--- src/rtl/bus_slave_pkg.sv ---
// Shared types for the bus slave agent.
// Assumes nothing beyond IEEE 1800-2017 packages.
package bus_slave_pkg;

    // Handshake phase of one bus cycle as seen by the slave.
    typedef enum logic [1:0] {
        PH_IDLE    = 2'd0,
        PH_BUSY_WR = 2'd1,
        PH_BUSY_RD = 2'd2
    } phase_e;

    localparam logic SPACE_MEM = 1'b0;
    localparam logic SPACE_IO  = 1'b1;

endpackage

--- src/rtl/slave_decode.sv ---
// Two-level full decoder. Stage one matches either the address or the
// function (space + direction), and its output gates stage two, which
// matches the other half. The result is one select per direction.
// Assumes the bus inputs are stable while bus_strobe is high.
module slave_decode #(
    parameter int              ADDR_W     = 8,
    parameter logic [ADDR_W-1:0] BASE_ADDR = 8'h0F,
    parameter logic            SPACE      = 1'b1,
    parameter bit              ACCEPT_WR  = 1'b1,
    parameter bit              ACCEPT_RD  = 1'b1,
    parameter bit              ADDR_FIRST = 1'b1
) (
    input  logic [ADDR_W-1:0] addr,
    input  logic              io,
    input  logic              wr,
    input  logic              strobe,
    output logic              sel_wr,
    output logic              sel_rd
);

    logic addr_hit;
    logic func_hit;
    logic stage1;
    logic stage2;

    // Raw comparisons used by the two stages.
    always_comb begin
        addr_hit = (addr == BASE_ADDR);
        func_hit = strobe && (io == SPACE) && (wr ? ACCEPT_WR : ACCEPT_RD);
    end

    // Stage order chosen by parameter; the first stage enables the second.
    generate
        if (ADDR_FIRST) begin : g_addr_first
            always_comb begin
                stage1 = addr_hit;
                stage2 = stage1 ? func_hit : 1'b0;
            end
        end else begin : g_func_first
            always_comb begin
                stage1 = func_hit;
                stage2 = stage1 ? addr_hit : 1'b0;
            end
        end
    endgenerate

    // Split the final select by direction.
    always_comb begin
        sel_wr = stage2 && wr;
        sel_rd = stage2 && !wr;
    end

endmodule

--- src/rtl/slave_handshake.sv ---
// Acknowledge sequencer. Enters a busy phase on the first edge that sees
// a select, holds it while the strobe stays high, and returns to idle on
// the first edge without the strobe. The start pulse marks the entry edge.
// Assumes at most one of sel_wr / sel_rd is high.
module slave_handshake
    import bus_slave_pkg::*;
(
    input  logic clk,
    input  logic rst_n,
    input  logic strobe,
    input  logic sel_wr,
    input  logic sel_rd,
    output logic start,
    output logic ack,
    output logic rd_oe
);

    phase_e phase_q;
    phase_e phase_d;

    // Next phase and start pulse.
    always_comb begin
        phase_d = phase_q;
        start   = 1'b0;
        case (phase_q)
            PH_IDLE: begin
                if (sel_rd) begin
                    phase_d = PH_BUSY_RD;
                    start   = 1'b1;
                end else if (sel_wr) begin
                    phase_d = PH_BUSY_WR;
                    start   = 1'b1;
                end
            end
            default: begin
                if (!strobe) phase_d = PH_IDLE;
            end
        endcase
    end

    // Phase register with synchronous active-low reset.
    always_ff @(posedge clk) begin
        if (!rst_n) phase_q <= PH_IDLE;
        else        phase_q <= phase_d;
    end

    // Outputs decoded straight from the phase register.
    always_comb begin
        ack   = (phase_q != PH_IDLE);
        rd_oe = (phase_q == PH_BUSY_RD);
    end

endmodule

--- src/rtl/slave_device_reg.sv ---
// Device register and interrupt flag. The register loads on a write start;
// the flag sets on a device event and clears on any access start, with the
// set taking priority when both land on the same edge.
module slave_device_reg #(
    parameter int DATA_W = 8
) (
    input  logic              clk,
    input  logic              rst_n,
    input  logic              start,
    input  logic              sel_wr,
    input  logic [DATA_W-1:0] wdata,
    input  logic              dev_event,
    output logic [DATA_W-1:0] value,
    output logic              irq
);

    // Data storage, loaded once per accepted write.
    always_ff @(posedge clk) begin
        if (!rst_n)                value <= '0;
        else if (start && sel_wr)  value <= wdata;
    end

    // Interrupt request flag: event sets, access start clears.
    always_ff @(posedge clk) begin
        if (!rst_n)         irq <= 1'b0;
        else if (dev_event) irq <= 1'b1;
        else if (start)     irq <= 1'b0;
    end

endmodule

--- src/rtl/bus_slave_agent.sv ---
// Top of the bus slave agent: two-level decoder, acknowledge sequencer,
// device register with interrupt flag, and a gated read data driver that
// stands in for a tri-state buffer. Assumes a single synchronous clock.
module bus_slave_agent #(
    parameter int                ADDR_W     = 8,
    parameter int                DATA_W     = 8,
    parameter logic [ADDR_W-1:0] BASE_ADDR  = 8'h0F,
    parameter logic              SPACE      = 1'b1,
    parameter bit                ACCEPT_WR  = 1'b1,
    parameter bit                ACCEPT_RD  = 1'b1,
    parameter bit                ADDR_FIRST = 1'b1
) (
    input  logic              clk,
    input  logic              rst_n,
    input  logic [ADDR_W-1:0] bus_addr,
    input  logic              bus_io,
    input  logic              bus_wr,
    input  logic              bus_strobe,
    input  logic [DATA_W-1:0] bus_wdata,
    output logic [DATA_W-1:0] bus_rdata,
    output logic              bus_rdata_oe,
    output logic              bus_ack,
    input  logic              dev_event,
    output logic              irq_req
);

    logic              sel_wr;
    logic              sel_rd;
    logic              start;
    logic [DATA_W-1:0] dev_value;

    slave_decode #(
        .ADDR_W     (ADDR_W),
        .BASE_ADDR  (BASE_ADDR),
        .SPACE      (SPACE),
        .ACCEPT_WR  (ACCEPT_WR),
        .ACCEPT_RD  (ACCEPT_RD),
        .ADDR_FIRST (ADDR_FIRST)
    ) u_decode (
        .addr   (bus_addr),
        .io     (bus_io),
        .wr     (bus_wr),
        .strobe (bus_strobe),
        .sel_wr (sel_wr),
        .sel_rd (sel_rd)
    );

    slave_handshake u_hs (
        .clk    (clk),
        .rst_n  (rst_n),
        .strobe (bus_strobe),
        .sel_wr (sel_wr),
        .sel_rd (sel_rd),
        .start  (start),
        .ack    (bus_ack),
        .rd_oe  (bus_rdata_oe)
    );

    slave_device_reg #(
        .DATA_W (DATA_W)
    ) u_dev (
        .clk       (clk),
        .rst_n     (rst_n),
        .start     (start),
        .sel_wr    (sel_wr),
        .wdata     (bus_wdata),
        .dev_event (dev_event),
        .value     (dev_value),
        .irq       (irq_req)
    );

    // Read data driver: passes the register only while enabled.
    always_comb begin
        bus_rdata = bus_rdata_oe ? dev_value : '0;
    end

endmodule

--- config.mk ---
export PLATFORM = sky130hd
export DESIGN_NAME = bus_slave_agent
export DESIGN_NICKNAME = d
export VERILOG_FILES = /design/src/rtl/bus_slave_pkg.sv /design/src/rtl/slave_decode.sv /design/src/rtl/slave_handshake.sv /design/src/rtl/slave_device_reg.sv /design/src/rtl/bus_slave_agent.sv
export SDC_FILE = /design/constraint.sdc
export NUM_CORES = 1
export LEC_CHECK = 0
export ABC_AREA = 1
export BUFFER_PORTS_ARGS = -buffer_cell sky130_fd_sc_hd__buf_4
export CAP_MARGIN = 30
export CORE_UTILIZATION = 35
export CTS_CLUSTER_SIZE = 28
export DETAILED_ROUTE_END_ITERATION = 8
export HOLD_SLACK_MARGIN = 0.06
export PLACE_DENSITY_LB_ADDON = 0.15
export SKIP_CTS_REPAIR_TIMING = 1
export SYNTH_ARGS = -nofsm -noshare
export SYNTH_HDL_FRONTEND = slang
export SYNTH_HIERARCHICAL = 1
export SYNTH_SLANG_ARGS = --single-unit
export TNS_END_PERCENT = 30
--- constraint.sdc ---
create_clock -name clk -period 2.1 [get_ports clk]
set_input_delay 0.42 -clock clk [delete_from_list [all_inputs] [get_ports clk]]
set_output_delay 0.42 -clock clk [all_outputs]
set_load 0.05 [all_outputs]
After elaboration in Yosys (flattened, before gate mapping):

Cells that the tools add are included.
Widths: inputs -> output; s select.

* $add $sub $neg: 0
* $mul: 0
* divide/modulo/power cells: 0
* $lt $le $gt $ge: 0
* equality and inequality tests: 4
* shift-type cells: 0
* mux-type cells: 11
* bitwise logic cells: 0
* reductions and logical operators: 9

Operators with widths (number)
* $eq 8x4->1 const B: 1
* $mux 2: 4
* $mux 8: 1
* $mux 1: 6
* $logic_and 1x1->1: 4
* $reduce_bool 2->1: 2
* $ne 3x2->1 const B: 1
* $eq 2x2->1 const B: 1
* $logic_not 2->1: 1
* $ne 2x1->1 const B: 1
* $reduce_and 2->1: 1
* $logic_not 1->1: 1

* bits in registers: 11
* bits in latches: 0
* bits in writable memories: 0
* memory bits (read-only): 0
* bits of input ports: 22
* output and inout bits: 11
* word-level logic and storage cells: 27
* memories: 0

Depth between registers and ports, before layout:

Gate-level depths: netlist of run 1.

* depth in word-level cells: 8
* mapped depth: 11
* depth with buffers taken out: 10

Cells and area by module:

The synthesis of run 1 kept the hierarchy.

Modules (own cells, without submodules)
* slave_device_reg: instances 1, cells each 56, area each 374.1 µm², seq. area each 180.2 µm²
* slave_handshake: instances 1, cells each 17, area each 101.3 µm², seq. area each 40.0 µm²
* bus_slave_agent: instances 1, cells each 17, area each 65.1 µm², seq. area each 0.0 µm²
* slave_decode: instances 1, cells each 13, area each 52.6 µm², seq. area each 0.0 µm²

Worst setup path before layout of run 1:

OpenSTA, ideal clock, no wires.

* kind: reg2out
* from: register u_hs.phase_q[1]
* to: output bus_rdata[0]
* data arrival time: 1.715 ns
* data required time: 1.680 ns
* slack: -0.035 ns
* cell stages (with the launch flop): 6
* buffers on the path: 1
* cell sequence: dfxtp_1 > inv_1 > nor2_1 > buf_2 > nand2_1 > inv_1

* word-level cells in the longest chain between the ends: 2

Ends and longest elaborated chain
* start: declaration: RTL line slave_handshake.sv:18 `phase_e phase_q;`
* start signal: assignment: RTL line slave_handshake.sv:44 `else phase_q <= phase_d;`
* $eq 2x2->1: RTL line slave_handshake.sv:50 `rd_oe = (phase_q == PH_BUSY_RD);`
* via bus_rdata_oe: RTL line bus_slave_agent.sv:21 `output logic bus_rdata_oe,`
* $mux 8: RTL line bus_slave_agent.sv:74 `bus_rdata = bus_rdata_oe ? dev_value : '0;`
* end: declaration: RTL line bus_slave_agent.sv:20 `output logic [DATA_W-1:0] bus_rdata,`

The timed path passes the listed nets, and every way through them passes these cells.

Final worst setup path of run 1:

* from: register u_hs.phase_q[1]
* to: output bus_rdata[0]

* word-level cells in the longest chain between the ends: 2

Ends and longest elaborated chain (RTL line)
* $eq 2x2->1: slave_handshake.sv:50
* $mux 8: bus_slave_agent.sv:74

Every way passes these cells.

==> results.py, run 1 <==
metrics = {
    "status": {
        "status": "finished clean",
    },
    "setup_path": {
        "crit_start": "u_hs/phase_q[1]",
        "crit_path_start_kind": "flop",
        "cp_max_fo": 9,
        "cpMostUsedCell": "inv_1",
        "endpoint_kind": "primary output",
        "crit_chain": "inv_1, nor2_2, nand2_1, inv_1, buf_4",
        "rrSetupSlack_ps": 880,
        "critPathArrivalTime_ps": 1360,
        "crit_end": "bus_rdata[0]",
        "rr_worst_depth": 6,
        "crit_slowest_cell": "dfxtp_1",
        "rr_startpoint": "u_hs/phase_q[1]",
        "crit_required_ps": 1680,
        "critPathMaxStageDelay_ps": 370,
        "worstReg2RegEnd": "u_dev/value[0]",
        "path_class": "reg -> out",
    },
    "global_route": {
        "grt_overflow_total": 0,
        "grt_pass1_vias": 544,
        "grt_pass1_wl_um": 2240,
        "antenna_found_initial": 0,
        "grt_start_max_net_pins": 17,
        "track_usage": 0.166,
    },
    "layout": {
        "antenna_cells": 0,
        "seqCellArea_um2": 220,
        "fin_cells": 152,
        "fillers": 164,
        "drive_gt1_frac": 0.294,
        "multiInputGateArea_um2": 256,
        "nets": 159,
        "areaGrowthSynthToFinish_pct": 45.1,
        "utilization": 0.558,
    },
    "sta": {
        "hold_violations": 0,
        "worst_pin_slew_ps": 385,
        "finalMaxSlewViolations": 0,
        "period_share": 0.846,
        "fin_crit_ps": 1780,
        "fin_tns_setup_ps": 0,
        "slew_headroom": 0.743,
        "rsz0062_at_grt": "no",
        "max_freq_mhz": 563,
        "final-setup-viol-count": 0,
        "fin_skew_ps": 2.77,
    },
    "drt": {
        "num_vias": 642,
        "wl_per_cell_um": 8.34,
        "drt_wl_total_um": 1270,
        "drtPass1Iterations": 4,
        "vias_per_cell": 4.22,
        "first_iter_violations": 17,
        "drc_errors": 0,
        "ant_nets": 0,
    },
    "die": {
        "dieArea_mm2": 0.00186,
        "die_w_um": 43.2,
        "core_area_mm2": 0.00154,
        "fp.dieH_um": 43.2,
        "start_util": 0.385,
        "num_io_pins": 33,
        "num_rows": 14,
    },
    "pwr": {
        "power_mw": 0.399,
        "combPwrFrac": 0.117,
        "pwr-share-clk": 0.355,
        "max-vdd-ir-drop_v": 0.000361,
        "p_sw_frac": 0.217,
        "seqPwrFrac": 0.528,
        "p_switching_mw": 0.0865,
        "leakagePower_nw": 0.549,
        "powerDensity_mw_per_mm2": 463,
        "intPower_mw": 0.312,
    },
    "synthesis": {
        "postSynthNetCount": 125,
        "synth.distinct_cells": 11,
        "synth_top_area_share": 0.371,
        "ys_top_cells_by_area": "dfxtp_1, nand2_1, inv_1",
        "synth-edff-count": 0,
        "synthFlopType": "dfxtp_1",
        "synthTopCellsByCount": "nand2_1, inv_1, nor2_1",
        "synth-seq-area-share": 0.371,
        "synth.avg_cell_area_um2": 5.76,
        "syn_area_um2": 593,
        "synth_most_common_cell": "nand2_1",
        "synth_area_leader_cell": "dfxtp_1",
        "ys_warn_count": 6,
        "syn_inst": 103,
        "ys_ff_latch": 11,
        "synthArstFlopShare": 0,
    },
    "clock_network": {
        "cts.sinks": 11,
        "cts_made_buffers": 3,
        "clock_path_buffers": 2,
        "clkTransAtPathRegs_ps": 70,
        "cts_tree": "yes",
        "cts_max_level": 1,
        "insertion_delay_ps": 270,
        "cts_root_buffer": "clkbuf_4",
    },
    "hold_path": {
        "hold_class": "in -> reg",
    },
    "placement": {
        "gp_congestion": 0.733,
        "hpwl_um": 989,
        "port_buffers": 32,
        "dp_cells": 148,
    },
    "run": {
        "cap_violations": 0,
    },
}
through the flow:
step	area [um^2]	hold slack [ps]	worst slack, ps
finish	861	370	324
global route	861	369	178
CTS	861	368	278
detailed placement	835	485	261
global placement	835	474	329
floorplan	596	457	233
how the worst min path moves through the flow:
| stage | from | end | cells after the start |
|---|---|---|---|
| 3_3_place_gp | u_dev/irq | u_dev/irq | 2 |
| 6_report | bus_wdata[4] | u_dev/value[4] | 3 |
| 5_1_grt | bus_wdata[1] | u_dev/value[1] | 3 |
| 2_1_floorplan | u_hs/phase_q[1] | u_hs/phase_q[1] | 2 |
| 3_5_place_dp | u_hs/phase_q[1] | u_hs/phase_q[1] | 2 |
| 4_1_cts | bus_wdata[4] | u_dev/value[4] | 3 |
cells in the final DEF (no fill, tap or decap):
cell / count
buf_4: 32
nand2_1: 30
inv_1: 26
nor2_1: 22
dfxtp_1: 11
clkbuf_4: 3
nand2_2: 3
a21oi_1: 3
nor3_1: 2
nor2_2: 2
clkbuf_1: 1
nand3_1: 1
cell type report:
type | count | share of cell area
multi-input combinational | 63 | 0.298
timing repair buffer | 32 | 0.279
sequential | 11 | 0.256
inverter | 26 | 0.113
clock buffer | 4 | 0.0305
tap | 16 | 0.0233
kinds of logic (layout without fill, tap and decap cells):
| family | count (synthesis) | in the layout | synth area share |
|---|---|---|---|
| simple gates | 60 | 60 | 0.403 |
| compound gates | 3 | 3 | 0.0253 |
| flops | 11 | 11 | 0.371 |
| buf+inv | 29 | 62 | 0.200 |
flip-flops by register name (all words and copies together) (netlist names):
signal,cells
u_dev/value,8
u_dev/irq,1
u_hs/phase_q,2
routing by layer:
metal  part of all wire  wire, um  track usage  vias up
li1                   -         -            -      354
met1               0.44       554        0.188      264
met2               0.47       600        0.266       20
met3              0.068        86       0.0638        4
met4              0.020        25       0.0909        0
met5                  0         0            0        -
power groups by stage:
stage          sequential [mW]  clock, mW  combinational, mW
2_1_floorplan            0.220          0            0.00854
3_3_place_gp             0.215          0             0.0461
3_5_place_dp             0.215          0             0.0471
4_1_cts                  0.211      0.147             0.0472
5_1_grt                  0.211      0.154             0.0520
6_report                 0.211      0.142             0.0466
critical path: cells and delay by family (launching register included):
| family | cells | cell delay, ps |
|---|---|---|
| and+or+nand+nor | 2 | 400 |
| DFF | 1 | 370 |
| buffers and inverters | 3 | 320 |
No activity file was read; power rests on OpenSTA's default activity.
==> run 2: changes to the inputs <==
==> constraint.sdc (replaced) <==
create_clock -name clk -period 1.55 [get_ports clk]
set_input_delay 0.31 -clock clk [delete_from_list [all_inputs] [get_ports clk]]
set_output_delay 0.31 -clock clk [all_outputs]
set_load 0.05 [all_outputs]
==> results.py, run 2 (synthesis gave the netlist of run 1 again) <==
metrics = {
    "layout": {
        "utilization": 0.610,
        "antenna_cells": 0,
        "fillers": 164,
        "mostFrequentLayoutCells": "buf_4, nand2_1, inv_1",
        "seqCellArea_um2": 221,
        "layout_commonest_cell": "buf_4",
        "drive_gt1_frac": 0.362,
        "largest_register_ffs": 8,
        "max_flop_register": "u_dev/value",
        "fin_cells": 157,
        "reg_top3": "u_dev/value: 8 flops, u_hs/phase_q: 2 flops, u_dev/irq: 1 flops",
        "areaGrowthSynthToFinish_pct": 58.4,
        "multiInputGateArea_um2": 278,
        "nets": 164,
        "final_area_um2": 940,
    },
    "setup_path": {
        "rr_worst_depth": 7,
        "endpoint_kind": "primary output",
        "critPathArrivalTime_ps": 1140,
        "critPathMaxStageDelay_ps": 330,
        "cp_max_fo": 5,
        "crit_chain": "inv_2, nor2_4, nand2_1, inv_1, buf_6",
        "crit_path_start_kind": "flop",
        "crit_slowest_cell": "dfxtp_2",
        "crit_required_ps": 1240,
        "path_class": "reg -> out",
    },
    "global_route": {
        "grt_start_max_net_pins": 17,
        "grt_overflow_total": 0,
        "grt_pass1_vias": 551,
        "grt_pass1_wl_um": 2050,
        "antenna_found_initial": 0,
        "track_usage": 0.148,
    },
    "die": {
        "num_io_pins": 33,
        "die_w_um": 43.2,
        "start_util": 0.385,
        "core_area_mm2": 0.00154,
        "dieArea_mm2": 0.00186,
        "fp.dieH_um": 43.2,
        "num_rows": 14,
    },
    "placement": {
        "gp_congestion": 0.718,
        "place_area_um2": 870,
        "dp_cells": 151,
        "hpwl_um": 970,
        "port_buffers": 32,
    },
    "drt": {
        "first_iter_violations": 16,
        "drt_wl_total_um": 1290,
        "drc_errors": 0,
        "drtPass1Iterations": 4,
        "num_vias": 664,
        "wl_per_cell_um": 8.23,
        "vias_per_cell": 4.23,
        "ant_nets": 0,
    },
    "clock_network": {
        "cts_max_level": 1,
        "cts_root_buffer": "clkbuf_4",
        "cts_tree": "yes",
        "insertion_delay_ps": 260,
        "clkTransAtPathRegs_ps": 70,
        "cts_made_buffers": 3,
        "cts.sinks": 11,
        "clock_path_buffers": 2,
    },
    "sta": {
        "slew_headroom": 0.834,
        "max_freq_mhz": 689,
        "rsz0062_at_grt": "no",
        "worst_pin_slew_ps": 247,
        "fin_skew_ps": 2.10,
        "final-setup-viol-count": 0,
        "hold_violations": 0,
        "finalMaxSlewViolations": 0,
        "fin_crit_ps": 1450,
        "period_share": 0.936,
    },
    "run": {
        "cap_violations": 0,
    },
    "pwr": {
        "leakagePower_nw": 0.574,
        "powerDensity_mw_per_mm2": 577,
        "power_mw": 0.542,
        "max-vdd-ir-drop_v": 0.000398,
    },
    "hold_path": {
        "holdPathStages": 3,
        "hold_class": "in -> reg",
    },
    "status": {
        "status": "finished clean",
    },
}
[run 2: power by group]
group / switching, mW / leakage, nW / total, mW / internal [mW]
logic: 0.0235 / 0.469 / 0.0627 / 0.0392
clock network: 0.0949 / 0.0150 / 0.194 / 0.0995
registers: 0.000885 / 0.0894 / 0.285 / 0.284
total: 0.119 / 0.574 / 0.542 / 0.423
[run 2: routing by layer]
| layer | part of all wire | GRT usage |
|---|---|---|
| met4 | 0.013 | 0.0909 |
| met2 | 0.46 | 0.221 |
| met1 | 0.45 | 0.179 |
| met5 | 0 | 0 |
| met3 | 0.074 | 0.0511 |
[run 2: final timing paths]
kind | from | to | slack [ps]
max reg2reg | u_hs/phase_q[1] | u_dev/value[0] | 220
min reg2reg | u_dev/irq | u_dev/irq | 500
max | u_hs/phase_q[1] | bus_rdata[7] | 100
min | dev_event | u_dev/irq | 260
[run 2: worst max-delay path: cells and delay by family (launching register included)]
family        cells  cell delay (ps)
flops             1              330
simple gates      2              260
buf+inv           3              280
[run 2: area by class of cell]
cell class | count | area share
repair buffers | 36 | 0.308
multi-input cells | 64 | 0.296
flip-flops and latches | 11 | 0.236
inverters | 26 | 0.112
clock buffers | 4 | 0.0280
well taps | 16 | 0.0213
[run 2: per-stage QoR]
step,hold WS (ps),setup slack [ps],setup TNS [ps]
global route,264,3.36,0
floorplan,427,-30.4,-182
finish,260,99.0,0
detailed placement,482,-60.9,-425
global placement,474,-11.5,-45.4
CTS,251,-64.0,-136
==> run 3: changes to the inputs <==
--- a/config.mk
+++ b/config.mk
@@ -12,7 +12,7 @@
 export CTS_CLUSTER_SIZE = 28
 export DETAILED_ROUTE_END_ITERATION = 8
 export HOLD_SLACK_MARGIN = 0.06
-export PLACE_DENSITY_LB_ADDON = 0.15
+export PLACE_DENSITY = 0.68
 export SKIP_CTS_REPAIR_TIMING = 1
 export SYNTH_ARGS = -nofsm -noshare
 export SYNTH_HDL_FRONTEND = slang
==> results.py, run 3 (synthesis gave the netlist of run 1 again) <==
metrics = {
    "clock_network": {
        "insertion_delay_ps": 270,
        "cts_root_buffer": "clkbuf_4",
        "cts_tree": "yes",
        "cts.sinks": 11,
        "cts_made_buffers": 3,
        "cts_max_level": 1,
        "clock_path_buffers": 2,
        "clkTransAtPathRegs_ps": 80,
    },
    "global_route": {
        "antenna_found_initial": 0,
        "grt_start_max_net_pins": 17,
        "grt_overflow_total": 0,
        "track_usage": 0.159,
        "grt_pass1_vias": 583,
        "grt_pass1_wl_um": 2240,
    },
    "setup_path": {
        "crit_required_ps": 1240,
        "crit_chain": "nor2_4, nand2_1, clkinvlp_4, buf_6",
        "critPathArrivalTime_ps": 1190,
        "cpLargestDelayFamily": "flip-flops",
        "path_class": "reg -> out",
        "crit_path_start_kind": "flop",
        "endpoint_kind": "primary output",
        "cp_max_fo": 5,
        "crit_buf_inv": 2,
        "rr_worst_depth": 6,
        "critPathMaxStageDelay_ps": 490,
        "rr_startpoint": "u_hs/phase_q[0]",
        "worstReg2RegEnd": "u_dev/value[4]",
        "crit_slowest_cell": "dfxtp_1",
        "rrSetupSlack_ps": 210,
    },
    "die": {
        "num_io_pins": 33,
        "core_area_mm2": 0.00154,
        "die_w_um": 43.2,
        "start_util": 0.385,
        "fp.dieH_um": 43.2,
        "num_rows": 14,
        "dieArea_mm2": 0.00186,
    },
    "hold_path": {
        "min_to": "u_dev/irq",
        "hold_class": "in -> reg",
        "min_from": "dev_event",
        "holdPathStages": 3,
    },
    "layout": {
        "nets": 162,
        "fin_cells": 155,
        "utilization": 0.600,
        "largest_register_ffs": 8,
        "areaGrowthSynthToFinish_pct": 55.9,
        "reg_top3": "u_dev/value: 8 flops, u_hs/phase_q: 2 flops, u_dev/irq: 1 flops",
        "antenna_cells": 0,
        "drive_gt1_frac": 0.338,
        "final_area_um2": 925,
        "layout_commonest_cell": "nand2_1",
        "mostFrequentLayoutCells": "nand2_1, buf_4, inv_1",
        "max_flop_register": "u_dev/value",
    },
    "status": {
        "status": "finished clean",
    },
    "drt": {
        "num_vias": 661,
        "ant_nets": 0,
        "first_iter_violations": 17,
        "vias_per_cell": 4.26,
        "drc_errors": 0,
        "wl_per_cell_um": 9.15,
        "drtPass1Iterations": 4,
        "drt_wl_total_um": 1420,
    },
    "sta": {
        "fin_crit_ps": 1500,
        "finalMaxSlewViolations": 0,
        "worst_pin_slew_ps": 287,
        "period_share": 0.969,
        "slew_headroom": 0.808,
        "max_freq_mhz": 666,
        "finalWorstSetupSlack_ps": 48.6,
        "final-setup-viol-count": 0,
        "hold_violations": 0,
        "fin_tns_setup_ps": 0,
        "rsz0062_at_grt": "yes",
        "fin_skew_ps": 2.81,
    },
    "run": {
        "cap_violations": 0,
    },
    "placement": {
        "pre_cts_ws_ps": -120,
        "place_area_um2": 862,
        "gp_congestion": 0.737,
        "dp_cells": 150,
        "hpwl_um": 1010,
        "port_buffers": 32,
    },
    "pwr": {
        "powerDensity_mw_per_mm2": 593,
        "max-vdd-ir-drop_v": 0.000340,
        "leakagePower_nw": 0.561,
    },
}
[run 3: cell types whose count changed in the layout (fill, tap and decap cells not counted)]
cell     delta
nor2_2      -1
nand2_2     -2
buf_4       -2
nor2_4      +1
nand2_1     +2
[run 3: worst max path at each step]
stage | startpoint | end | slack [ps] | cells after the start
final | u_hs/phase_q[0] | bus_rdata[0] | 50 | 4
after CTS | u_hs/phase_q[1] | bus_rdata[0] | -80 | 5
after floorplan | u_hs/phase_q[1] | bus_rdata[2] | -30 | 5
after global placement | bus_addr[7] | u_dev/value[3] | 7 | 9
after global routing | u_hs/phase_q[1] | bus_rdata[0] | -30 | 5
after detailed placement | bus_addr[7] | u_dev/value[4] | -120 | 9
[run 3: report_power, final]
group | internal (mW) | switching (mW)
registers | 0.284 | 0.000788
logic | 0.0392 | 0.0243
clock network | 0.0995 | 0.101
[run 3: final cells by class]
type | instances | area [um^2]
multi-input cells | 64 | 278
well taps | 16 | 20.0
flip-flops and latches | 11 | 221
fillers | 166 | 617
inverters | 26 | 105
repair buffers | 34 | 274
clock buffers | 4 | 26.3
[run 3: stage by stage]
step,total power [mW],hold WS [ps]
floorplan,0.310,427
global placement,0.354,467
detailed placement,0.355,480
CTS,0.556,250
global route,0.574,254
finish,0.549,257
[run 3: worst min-delay path, stage by stage]
cell and delay (ps):
buf_4 80, a21oi_1 30, nor2_1 70
[run 3: metal layers]
metal	wire, um	global-route usage	vias up
li1	-	-	360
met1	605	0.190	280
met2	724	0.266	19
met3	74	0.0255	2
met4	14	0.0909	0
met5	0	0	-
